==> src/rtl/hitmiss_monitor_pkg.sv <==
package hitmiss_monitor_pkg;
  localparam int NUM_EVT = 2;
  localparam int CTRL_W  = 2 * NUM_EVT;
  localparam int EVT_HIT  = 0;
  localparam int EVT_MISS = 1;

  function automatic int run_pos(input int idx);
    return idx;
  endfunction

  function automatic int clr_pos(input int idx);
    return idx + NUM_EVT;
  endfunction
endpackage

==> src/rtl/hitmiss_rst_sync.sv <==
module hitmiss_rst_sync (
  input  logic clk,
  input  logic rst_n_in,
  output logic rst_n_out
);
  logic [1:0] sync_q;

  always_ff @(posedge clk or negedge rst_n_in) begin
    if (!rst_n_in) sync_q <= 2'b00;
    else           sync_q <= {sync_q[0], 1'b1};
  end

  assign rst_n_out = sync_q[1];
endmodule

==> src/rtl/hitmiss_ctrl_reg.sv <==
module hitmiss_ctrl_reg #(
  parameter int WIDTH = 4
) (
  input  logic             clk,
  input  logic             rst_n,
  input  logic             wr_en,
  input  logic [WIDTH-1:0] wr_data,
  output logic [WIDTH-1:0] ctrl_q
);
  logic [WIDTH-1:0] ctrl_d;
  logic             ctrl_ce;

  always_comb begin
    ctrl_ce = wr_en;
    ctrl_d  = wr_data;
  end

  always_ff @(posedge clk or negedge rst_n) begin
    if (!rst_n)       ctrl_q <= '0;
    else if (ctrl_ce) ctrl_q <= ctrl_d;
  end

  assert_ctrl_load_R2: assert property (@(posedge clk) disable iff (!rst_n)
    wr_en |=> ctrl_q == $past(wr_data));

  assert_ctrl_keep_R2: assert property (@(posedge clk) disable iff (!rst_n)
    !wr_en |=> $stable(ctrl_q));
endmodule

==> src/rtl/hitmiss_sat_counter.sv <==
module hitmiss_sat_counter #(
  parameter int CNT_W = 32
) (
  input  logic             clk,
  input  logic             rst_n,
  input  logic             evt,
  input  logic             run,
  input  logic             clr,
  output logic [CNT_W-1:0] count
);
  localparam logic [CNT_W-1:0] CNT_MAX = {CNT_W{1'b1}};

  logic [CNT_W-1:0] cnt_q;
  logic [CNT_W-1:0] cnt_d;
  logic             at_max;
  logic             bump;
  logic             cnt_ce;

  always_comb begin
    at_max = (cnt_q == CNT_MAX);
    bump   = run && evt && !at_max;
    cnt_ce = clr || bump;
    cnt_d  = cnt_q;
    if (clr)       cnt_d = '0;
    else if (bump) cnt_d = cnt_q + {{(CNT_W-1){1'b0}}, 1'b1};
  end

  always_ff @(posedge clk or negedge rst_n) begin
    if (!rst_n)      cnt_q <= '0;
    else if (cnt_ce) cnt_q <= cnt_d;
  end

  assign count = cnt_q;

  assert_no_overflow_R6: assert property (@(posedge clk) disable iff (!rst_n)
    (count == CNT_MAX && !clr) |=> count == CNT_MAX);

  assert_frozen_hold_R5: assert property (@(posedge clk) disable iff (!rst_n)
    (!run && !clr) |=> $stable(count));

  assert_clear_zero_R7: assert property (@(posedge clk) disable iff (!rst_n)
    clr |=> count == '0);

  assert_single_step_R3: assert property (@(posedge clk) disable iff (!rst_n)
    (run && evt && !clr && count != CNT_MAX) |=> count == $past(count) + {{(CNT_W-1){1'b0}}, 1'b1});

  assert_quiet_hold_R4: assert property (@(posedge clk) disable iff (!rst_n)
    (!evt && !clr) |=> $stable(count));
endmodule

==> src/rtl/hitmiss_monitor.sv <==
module hitmiss_monitor
  import hitmiss_monitor_pkg::*;
#(
  parameter int CNT_W = 32
) (
  input  logic             clk,
  input  logic             rst_n,
  input  logic             hit_evt,
  input  logic             miss_evt,
  input  logic             ctrl_we,
  input  logic [3:0]       ctrl_wdata,
  output logic [CNT_W-1:0] hit_count,
  output logic [CNT_W-1:0] miss_count
);
  logic                            srst_n;
  logic [CTRL_W-1:0]               ctrl_q;
  logic [NUM_EVT-1:0]              evt_vec;
  logic [NUM_EVT-1:0][CNT_W-1:0]   cnt_vec;

  hitmiss_rst_sync u_rst_sync (
    .clk       (clk),
    .rst_n_in  (rst_n),
    .rst_n_out (srst_n)
  );

  hitmiss_ctrl_reg #(.WIDTH(CTRL_W)) u_ctrl (
    .clk     (clk),
    .rst_n   (srst_n),
    .wr_en   (ctrl_we),
    .wr_data (ctrl_wdata),
    .ctrl_q  (ctrl_q)
  );

  always_comb begin
    evt_vec           = '0;
    evt_vec[EVT_HIT]  = hit_evt;
    evt_vec[EVT_MISS] = miss_evt;
  end

  for (genvar g = 0; g < NUM_EVT; g++) begin : g_cnt
    hitmiss_sat_counter #(.CNT_W(CNT_W)) u_cnt (
      .clk   (clk),
      .rst_n (srst_n),
      .evt   (evt_vec[g]),
      .run   (ctrl_q[run_pos(g)]),
      .clr   (ctrl_q[clr_pos(g)]),
      .count (cnt_vec[g])
    );
  end

  assign hit_count  = cnt_vec[EVT_HIT];
  assign miss_count = cnt_vec[EVT_MISS];

  assert_reset_zero_R1: assert property (@(posedge clk) disable iff (!srst_n)
    $rose(srst_n) |-> (hit_count == '0 && miss_count == '0));

  assert_pair_count_R8: assert property (@(posedge clk) disable iff (!srst_n)
    (hit_evt && miss_evt && ctrl_q == 4'b0011 && hit_count != {CNT_W{1'b1}} && miss_count != {CNT_W{1'b1}})
    |=> (hit_count != $past(hit_count) && miss_count != $past(miss_count)));
endmodule

==> config.mk <==
export PLATFORM = sky130hd
export DESIGN_NAME = hitmiss_monitor
export DESIGN_NICKNAME = d
export VERILOG_FILES = /design/src/rtl/hitmiss_monitor_pkg.sv /design/src/rtl/hitmiss_rst_sync.sv /design/src/rtl/hitmiss_ctrl_reg.sv /design/src/rtl/hitmiss_sat_counter.sv /design/src/rtl/hitmiss_monitor.sv
export SDC_FILE = /design/constraint.sdc
export NUM_CORES = 1
export LEC_CHECK = 0
export BUFFER_PORTS_ARGS = -buffer_cell sky130_fd_sc_hd__buf_2
export CELL_PAD_IN_SITES_DETAIL_PLACEMENT = 1
export CELL_PAD_IN_SITES_GLOBAL_PLACEMENT = 1
export CORE_ASPECT_RATIO = 0.6
export CORE_MARGIN = 3
export CORE_UTILIZATION = 43
export DETAILED_ROUTE_END_ITERATION = 10
export PLACE_DENSITY = 0.89
export SLEW_MARGIN = 10
export SYNTH_ARGS = -nofsm -noshare
export SYNTH_HDL_FRONTEND = slang
export SYNTH_HIERARCHICAL = 1
export SYNTH_SLANG_ARGS = --single-unit
==> constraint.sdc <==
create_clock -name clk -period 3 [get_ports clk]
set_input_delay 0.15 -clock clk [delete_from_list [all_inputs] [get_ports clk]]
set_output_delay 0.15 -clock clk [all_outputs]
set_load 0.02 [all_outputs]
==> impl_metrics.csv, run 1 <==
group,metric,value,unit
logic_synthesis,synth_flop_cell,"dfrtp_1",
logic_synthesis,synth_cell_type_count,60,
pwr,p_total,2.11,mW
clock_tree,ctsHoldBuffers,1,
global_routing,overflow,0,
place,post_dp_cell_area,0.00437,mm2
worst_setup_path,crit_required,3.22,ns
floorplanning,die_w,130,um
timing,rsz0062_at_grt,"false",
run_status,status,"finished, final reports clean",
worst_setup_path,endpoint_kind,"flip-flop",
place,placed_cells,584,
floorplanning,core_area,0.00872,mm2
finish,fin_util,0.535,
place,hpwl,8290,um
timing,max_freq,0.414,GHz
logic_synthesis,yosysWarningCount,6,
logic_synthesis,seq_area_frac_synth,0.445,
finish,finalNonFillerCells,601,
logic_synthesis,async_flop_share,1.00,
floorplanning,rows,26,
logic_synthesis,avgSynthCellArea,9.54,um2
logic_synthesis,synth_nets,424,
route,drc,0,
clock_tree,clk_latency,0.33,ns
finish,fin_nets,495,
clock_tree,cts.path.max_buffers,2,
clock_tree,cts_root_buf,"clkbuf_16",
route,routedWlPerCell,19.5,um
timing,drv_slew,0,
pwr,clkPwrFrac,0.485,
global_routing,grt_pass1_vias,3674,
logic_synthesis,synthCells,413,
global_routing,grt_first_pass_wirelength,19400,um
worst_setup_path,start_kind,"flip-flop",
finish,antenna_cells,0,
floorplanning,die_area,0.0104,mm2
finish,syn_to_final_growth,18.4,%
timing,max_slew_margin,0.363,
job,maxCapViolations,0,
place,portBuffers,72,
route,wl,11700,um
timing,period_share,0.805,
worst_setup_path,path_max_fanout,17,
worst_setup_path,crit_arrival,2.63,ns
finish,final.fill_count,1047,
place,gp_congestion,0.856,
logic_synthesis,synth-edff-count,0,
clock_tree,clock-sinks,70,
pwr,combPwrFrac,0.046,
pwr,power_frac_seq,0.469,
route,drtIter0Drc,230,
clock_tree,cts_setup_buffers,0,
timing,fin_crit,2.41,ns
clock_tree,clk_pin_slew,0.06,ns
pwr,powerDensity,453,mW/mm2
timing,tns,0,ns
floorplanning,die_y,80.1,um
min_path,hp-class,"primary input to flip-flop",
floorplanning,start_util,0.452,
clock_tree,cts_tree,"built",
pwr,p_leak,2.02,nW
pwr,p_switching,0.502,mW
route,drtAntennaViolNets,0,
logic_synthesis,synth-seq-cells,70,
global_routing,antenna_found_initial,0,
pwr,ir_drop,0.000373,V
finish,fin_area,0.00466,mm2
timing,setup_viol,0,
route,vias_per_cell,6.11,
clock_tree,cts_resized,0,
route,via_count,3674,
timing,skew,0.00481,ns
clock_tree,h-tree-depth,3,
finish,drive_above_1_share,0.260,
worst_setup_path,crit_type,"flip-flop to flip-flop",
global_routing,grt_usage,0.236,
timing,max_slew.worst_pin.slew,0.955,ns
timing,hold_viol_final,0,
global_routing,grt_max_degree,43,
logic_synthesis,netlist_area,0.00394,mm2
pwr,internal_power,1.61,mW
pwr,p_sw_frac,0.237,
route,drt-pass1-iter-count,4,
floorplanning,ioPinCount,73,
clock_tree,cts_buffers,9,
## sequential cells by signal (all words and copies together) (netlist names)
register and flops:
u_rst_sync/sync_q 2, g_cnt.u_cnt/count 64, u_ctrl/ctrl_q 4
## cell type report
cell class	instances	area, um2	share of cell area
Inverter	8	30.0	0.00644
Tap cell	112	140	0.0300
Clock inverter	3	17.5	0.00376
Sequential cell	70	1750	0.376
Timing Repair Buffer	81	430	0.0923
Multi-Input combinational cell	314	2020	0.434
Clock buffer	13	270	0.0579
## cell usage after synthesis, types with 2 or more instances
cell type	instances	area (um2)
a2111oi_2	2	30.0
o31a_1	2	17.5
nor2_1	25	93.8
a21oi_1	44	220
ha_1	2	25.0
or3_1	28	175
xnor2_1	6	52.6
nand4_1	15	93.8
mux2_2	5	56.3
o21a_1	3	22.5
mux2_4	4	60.1
nand3_1	21	105
nor4_1	6	37.5
nand2_1	30	113
and4_1	4	35.0
and3_1	8	50.1
nor4_4	3	63.8
clkbuf_1	10	37.5
nor2b_1	5	31.3
buf_2	4	20.0
inv_1	8	30.0
nor3_1	6	30.0
nor2_2	2	12.5
o21ai_0	26	130
a311oi_1	3	26.3
o31ai_1	17	128
xor2_1	5	43.8
buf_4	3	22.5
dfrtp_1	70	1750
or4_1	16	120
## worst paths after layout
check / end / start / cells after the start / slack [ns]
max: g_cnt[0].u_cnt/count[15] / g_cnt[0].u_cnt/count[0] / 6 / 0.59
min: u_ctrl/ctrl_q[0] / ctrl_wdata[0] / 2 / 0.06
max reg2reg: g_cnt[0].u_cnt/count[15] / g_cnt[0].u_cnt/count[0] / 6 / 0.59
max in group asynchronous: g_cnt[0].u_cnt/count[21] / u_rst_sync/sync_q[1] / 1 / 1.78
min reg2reg: u_rst_sync/sync_q[1] / u_rst_sync/sync_q[0] / 0 / 0.37
min in group asynchronous: u_rst_sync/sync_q[1] / rst_n / 2 / 0.13
## cell usage in the layout (no fill, tap or decap), types with 2 or more instances in the layout
master / n
o31ai_1: 17
clkbuf_16: 9
o21a_1: 3
nor4_1: 6
and4_1: 4
and3_1: 8
buf_4: 8
dfrtp_1: 69
or3_1: 28
nor2_1: 25
ha_1: 2
mux2_4: 4
inv_1: 8
nand3_1: 21
nor4_4: 3
clkbuf_8: 3
o31a_1: 2
nor2b_1: 5
xnor2_1: 6
mux2_2: 5
nor2_2: 2
or4_1: 16
o21ai_0: 26
xor2_1: 5
clkinv_2: 2
a21oi_1: 44
a2111oi_2: 2
a311oi_1: 3
nor3_1: 6
nand2_1: 30
buf_2: 72
nand4_1: 15
## critical path, stage by stage (launching register included)
cell	delay, ns
dfrtp_1	0.43
ha_1	0.24
nand4_1	0.16
nor4_1	0.41
and3_1	0.61
nor3_1	0.14
mux2_2	0.30
## logic make-up (layout without fill, tap and decap cells)
kind of cell	Yosys count	after routing	synth area share
compound gates	104	104	0.161
xor+xnor	11	11	0.0245
fa+ha+maj	2	2	0.00635
buf+inv	29	105	0.0416
flops	70	70	0.445
mux	10	10	0.0321
other cells	1	1	0.000952
simple gates	186	186	0.288
## power by group through the flow
stage | sequential (mW) | clock [mW] | combinational (mW)
after floorplan | 1.00 | 0 | 0.0590
after global placement | 1.01 | 0 | 0.0932
after detailed placement | 1.01 | 0 | 0.0970
after CTS | 0.993 | 1.04 | 0.0987
after global routing | 0.997 | 1.09 | 0.107
final | 0.992 | 1.03 | 0.0980
## metrics by stage
step | setup WS (ns) | hold slack, ns
5_1_grt | 0.382 | 0.0519
4_1_cts | 0.629 | 0.0454
3_5_place_dp | 0.667 | -0.0586
6_report | 0.585 | 0.0556
2_1_floorplan | 0.844 | -0.146
3_3_place_gp | 0.772 | -0.0632
## layer usage
metal	vias to the layer above	GRT usage	part of all wire
li1	1715	-	-
met3	12	0.0505	0.047
met4	0	0.0529	0.0090
met5	-	0	0
met2	88	0.368	0.46
met1	1859	0.337	0.49
No activity file was read; power rests on OpenSTA's default activity.
==> run 2, diff against run 1 <==
clock period = 2.4 ns   (was 3 ns; I/O delays follow)
==> run 2 against run 1 <==
  * Clock skew is essentially flat
  * Clock-buffer cell count is the same
  * Critical path type unchanged
  * Core utilization grew 0.27 points
  * Setup slack lost 0.42 ns
  * Total power grew 21%
  * Fmax grew 7.9%
==> impl_metrics.csv, run 2 (synthesized netlist as in run 1, its figures left out) <==
group,metric,value,unit
timing,timing.hold.ws,0.0296,ns
min_path,hp-class,"primary input to flip-flop",
finish,drive_above_1_share,0.263,
job,maxCapViolations,0,
floorplanning,rows,26,
clock_tree,clk_latency,0.33,ns
worst_setup_path,path_max_fanout,22,
place,portBuffers,72,
floorplanning,die_y,80.1,um
timing,fin_crit,2.24,ns
place,gp_congestion,0.852,
pwr,p_leak,2.03,nW
clock_tree,cts_buffers,9,
worst_setup_path,crit_required,2.62,ns
route,drtAntennaViolNets,0,
run_status,status,"finished, final reports clean",
pwr,ir_drop,0.000347,V
global_routing,grt_pass1_vias,3680,
route,via_count,3729,
timing,drv_slew,0,
finish,antenna_cells,0,
worst_setup_path,crit_type,"flip-flop to flip-flop",
finish,final_common_cell,"buf_2",
floorplanning,die_area,0.0104,mm2
timing,tns,0,ns
route,drc,0,
timing,setup_viol,0,
worst_setup_path,ff2ff_path_depth,6,
pwr,p_total,2.57,mW
finish,syn_to_final_growth,19.0,%
floorplanning,die_w,130,um
clock_tree,cts.path.max_buffers,2,
clock_tree,clk_pin_slew,0.05,ns
clock_tree,cts_tree,"built",
finish,largest_reg_flops,64,
route,routedWlPerCell,19.5,um
timing,max_slew_margin,0.374,
worst_setup_path,crit_arrival,2.45,ns
worst_setup_path,endpoint_kind,"flip-flop",
timing,max_slew.worst_pin.slew,0.938,ns
route,wl,11700,um
clock_tree,h-tree-depth,3,
timing,skew,0.00506,ns
finish,final.fill_count,1049,
global_routing,antenna_found_initial,0,
timing,rsz0062_at_grt,"false",
pwr,powerDensity,548,mW/mm2
clock_tree,cts_root_buf,"clkbuf_16",
worst_setup_path,start_kind,"flip-flop",
clock_tree,clock-sinks,70,
timing,max_freq,0.447,GHz
floorplanning,start_util,0.452,
route,vias_per_cell,6.18,
floorplanning,core_area,0.00872,mm2
route,drtIter0Drc,217,
global_routing,grt_max_degree,45,
place,hpwl,8410,um
route,drt-pass1-iter-count,4,
floorplanning,ioPinCount,73,
global_routing,overflow,0,
clock_tree,cts_setup_buffers,0,
global_routing,grt_first_pass_wirelength,19000,um
finish,layout_common_cells,"buf_2 (72), dfrtp_1 (69), a21oi_1 (44)",
finish,fin_nets,498,
min_path,min_path_cells,2,
timing,hold_viol_final,0,
global_routing,grt_usage,0.236,
timing,period_share,0.932,
[run 2: worst max-delay path, stage by stage (launching register included)]
cell     delay [ns]
dfrtp_1        0.51
nand4_4        0.25
nor4_4         0.44
and4b_1        0.28
buf_4          0.25
nor4b_2        0.08
mux2_4         0.29
[run 2: final timing paths]
| path | slack, ns | startpoint | to |
|---|---|---|---|
| worst min register to register | 0.28 | u_rst_sync/sync_q[1] | g_cnt[1].u_cnt/count[3] |
| min in group asynchronous | 0.09 | rst_n | u_rst_sync/sync_q[0] |
| worst min-delay path | 0.03 | ctrl_wdata[2] | u_ctrl/ctrl_q[2] |
| worst max register to register | 0.16 | g_cnt[1].u_cnt/count[20] | g_cnt[1].u_cnt/count[11] |
| worst max-delay path | 0.16 | g_cnt[1].u_cnt/count[20] | g_cnt[1].u_cnt/count[11] |
| max in group asynchronous | 1.46 | u_rst_sync/sync_q[1] | g_cnt[0].u_cnt/count[17] |
[run 2: repair_timing]
action / in CTS / in global routing
gates resized for setup: 0 / 3
endpoints found under the setup margin: 0 / 9
endpoints found under the hold margin: 2 / 0
hold buffers: 1 / 0
[run 2: metrics by stage]
| stage | cell area, um2 | utilization | setup slack, ns | instances |
|---|---|---|---|---|
| after floorplan | 3940 | - | 0.244 | 413 |
| after global placement | 4400 | 0.505 | 0.220 | 587 |
| after detailed placement | 4400 | 0.505 | 0.126 | 587 |
| after CTS | 4670 | 0.536 | 0.105 | 603 |
| after global routing | 4690 | 0.538 | 0.0929 | 603 |
| final | 4690 | 0.538 | 0.163 | 603 |
[run 2: routing by layer]
metal	GRT usage	up-vias	part of all wire
met5	0	-	0
met4	0.0705	0	0.011
met3	0.0545	12	0.060
met2	0.366	107	0.46
met1	0.329	1900	0.47
li1	-	1710	-
[run 2: area by class of cell]
type	instances	area, um2	share of cell area
tap	112	140	0.0299
inverter	8	30.0	0.00641
clock inverter	2	10.0	0.00214
timing repair buffer	84	465	0.0993
clock buffer	13	250	0.0534
sequential	70	1750	0.374
multi-input combinational	314	2040	0.435
[run 2: where the power goes]
group | switching (mW) | internal, mW
sequential | 0.0482 | 1.20
combinational | 0.0783 | 0.0439
clock | 0.482 | 0.719
==> run 3, diff against run 2 <==
CORE_MARGIN = 1.5   (was 3)
==> run 3 against run 2 <==
  * Sequential cell count is the same
  * Register-to-register slack lost 0.02 ns
  * Largest power group unchanged
  * Cell area shrank 0.32%
  * Clock power is essentially flat
  * Worst hold slack lost 0.0084 ns
  * Die area shrank 6.0%
  * Fmax shrank 0.81%
  * Non-clock buffer count is the same
==> impl_metrics.csv, run 3 (synthesized netlist as in run 1, its figures left out) <==
group,metric,value,unit
run_status,status,"finished, final reports clean",
timing,rsz0062_at_grt,"false",
worst_setup_path,worst-path-buf-inv,0,
min_path,worstHoldEndpoint,"u_ctrl/ctrl_q[0]",
worst_setup_path,endpoint_kind,"flip-flop",
pwr,powerDensity,549,mW/mm2
clock_tree,cts_root_buf,"clkbuf_16",
route,via_count,3748,
global_routing,overflow,0,
floorplanning,rows,26,
min_path,hp-class,"primary input to flip-flop",
timing,layout_setup_ws,0.145,ns
timing,fin_crit,2.26,ns
clock_tree,clk_latency,0.34,ns
timing,tns,0,ns
place,placed_cells,587,
global_routing,grt_usage,0.255,
route,routedWlPerCell,19.6,um
worst_setup_path,start_kind,"flip-flop",
global_routing,grt_pass1_vias,3764,
floorplanning,core_area,0.00869,mm2
worst_setup_path,rr_startpoint,"g_cnt[0].u_cnt/count[0]",
timing,max_freq,0.443,GHz
finish,syn_to_final_growth,18.6,%
clock_tree,clk_pin_slew,0.05,ns
worst_setup_path,crit_required,2.62,ns
global_routing,antenna_found_initial,0,
pwr,p_switching,0.608,mW
worst_setup_path,slowest_delay,0.56,ns
worst_setup_path,reg2reg_slack,0.14,ns
worst_setup_path,cpLargestDelayFamily,"simple AND/OR/NAND/NOR gates",
clock_tree,cts_buffers,9,
worst_setup_path,path_max_fanout,26,
timing,period_share,0.940,
worst_setup_path,slowest_stage,"a31o_2",
place,gp_congestion,0.928,
pwr,p_total,2.57,mW
finish,largest_reg_flops,64,
worst_setup_path,crit_arrival,2.48,ns
timing,hold_viol_final,0,
floorplanning,die_y,77.1,um
min_path,min_path_cells,2,
clock_tree,cts.path.max_buffers,2,
floorplanning,die_w,127,um
route,drt-pass1-iter-count,4,
route,drtIter0Drc,264,
floorplanning,ioPinCount,73,
worst_setup_path,rr_endpoint,"g_cnt[0].u_cnt/count[1]",
pwr,p_sw_frac,0.237,
timing,skew,0.00297,ns
clock_tree,cts_tree,"built",
pwr,internal_power,1.96,mW
worst_setup_path,crit_type,"flip-flop to flip-flop",
global_routing,grt_first_pass_wirelength,19600,um
pwr,clkPwrFrac,0.467,
route,drc,0,
timing,drv_slew,0,
pwr,p_leak,2.03,nW
place,place_ws,0.0941,ns
finish,final_common_cell,"buf_2",
place,portBuffers,72,
pwr,ir_drop,0.000327,V
finish,fin_nets,498,
timing,setup_viol,0,
finish,drive_above_1_share,0.261,
floorplanning,die_area,0.00976,mm2
route,vias_per_cell,6.22,
route,drtAntennaViolNets,0,
global_routing,grt_max_degree,42,
finish,layout_common_cells,"buf_2 (72), dfrtp_1 (69), a21oi_1 (44)",
clock_tree,h-tree-depth,3,
job,maxCapViolations,0,
finish,antenna_cells,0,
worst_setup_path,ff2ff_path_depth,6,
finish,final.fill_count,1042,
timing,timing.hold.ws,0.0213,ns
pwr,power_frac_seq,0.479,
clock_tree,cts_setup_buffers,0,
timing,max_slew.worst_pin.slew,0.737,ns
min_path,min_from,"ctrl_wdata[0]",
timing,max_slew_margin,0.509,
route,wl,11800,um
floorplanning,start_util,0.453,
pwr,combPwrFrac,0.054,
worst_setup_path,cp_cell_sequence,"ha_1 > nand4_1 > nor4_1 > a31o_2 > mux2i_1 > nor2_1",
clock_tree,clock-sinks,70,
finish,finalNonFillerCells,603,
place,hpwl,8630,um
[run 3: worst max path at each step]
stage / startpoint / to / slack (ns) / cells after the start
after floorplan: g_cnt[1].u_cnt/count[0] / g_cnt[1].u_cnt/count[23] / 0.24 / 8
after detailed placement: g_cnt[0].u_cnt/count[0] / g_cnt[0].u_cnt/count[15] / 0.09 / 6
after CTS: g_cnt[0].u_cnt/count[0] / g_cnt[0].u_cnt/count[15] / 0.09 / 6
final: g_cnt[0].u_cnt/count[0] / g_cnt[0].u_cnt/count[1] / 0.14 / 6
after global placement: g_cnt[0].u_cnt/count[0] / g_cnt[0].u_cnt/count[15] / 0.21 / 6
after global routing: g_cnt[0].u_cnt/count[0] / g_cnt[0].u_cnt/count[6] / 0.04 / 6
[run 3: worst reg2reg max path, delay by kind of cell, from the launching register on]
family	cells	cell delay, ns
and+or+nand+nor	3	0.65
DFF	1	0.43
muxes	1	0.26
adders and majority gates	1	0.24
AOI/OAI and AO/OA	1	0.56
[run 3: cell type report]
class,instances,area (um2),area share
clock buffer,13,250,0.0535
sequential,70,1750,0.375
clock inverter,2,10.0,0.00214
tap,112,140,0.0300
inverter,8,30.0,0.00643
timing repair buffer,84,465,0.0996
multi-input combinational,314,2020,0.433
[run 3: power by group through the flow]
| stage | Sequential [mW] | Clock, mW | Combinational (mW) |
|---|---|---|---|
| after floorplan | 1.25 | 0 | 0.0737 |
| after global placement | 1.25 | 0 | 0.133 |
| after detailed placement | 1.25 | 0 | 0.136 |
| after CTS | 1.23 | 1.23 | 0.138 |
| after global routing | 1.23 | 1.27 | 0.150 |
| final | 1.23 | 1.20 | 0.138 |
[run 3: per-stage QoR]
stage	instance area (um2)	utilization
floorplan	3940	-
global placement	4400	0.507
detailed placement	4400	0.507
CTS	4670	0.538
global route	4670	0.538
finish	4670	0.538
[run 3: timing repair]
item	4_1_cts	5_1_grt
resized for setup	0	1
hold buffers	1	0
endpoints found under the setup margin	0	6
endpoints found under the hold margin	2	0
[run 3: layer usage]
| layer | part of all wire | wire, um | vias to the layer above | GRT usage |
|---|---|---|---|---|
| met5 | 0 | 0 | - | 0 |
| met4 | 0.016 | 194 | 0 | 0.0954 |
| met3 | 0.046 | 549 | 18 | 0.0593 |
| met2 | 0.45 | 5300 | 103 | 0.380 |
| met1 | 0.49 | 5800 | 1912 | 0.360 |
| li1 | - | - | 1715 | - |
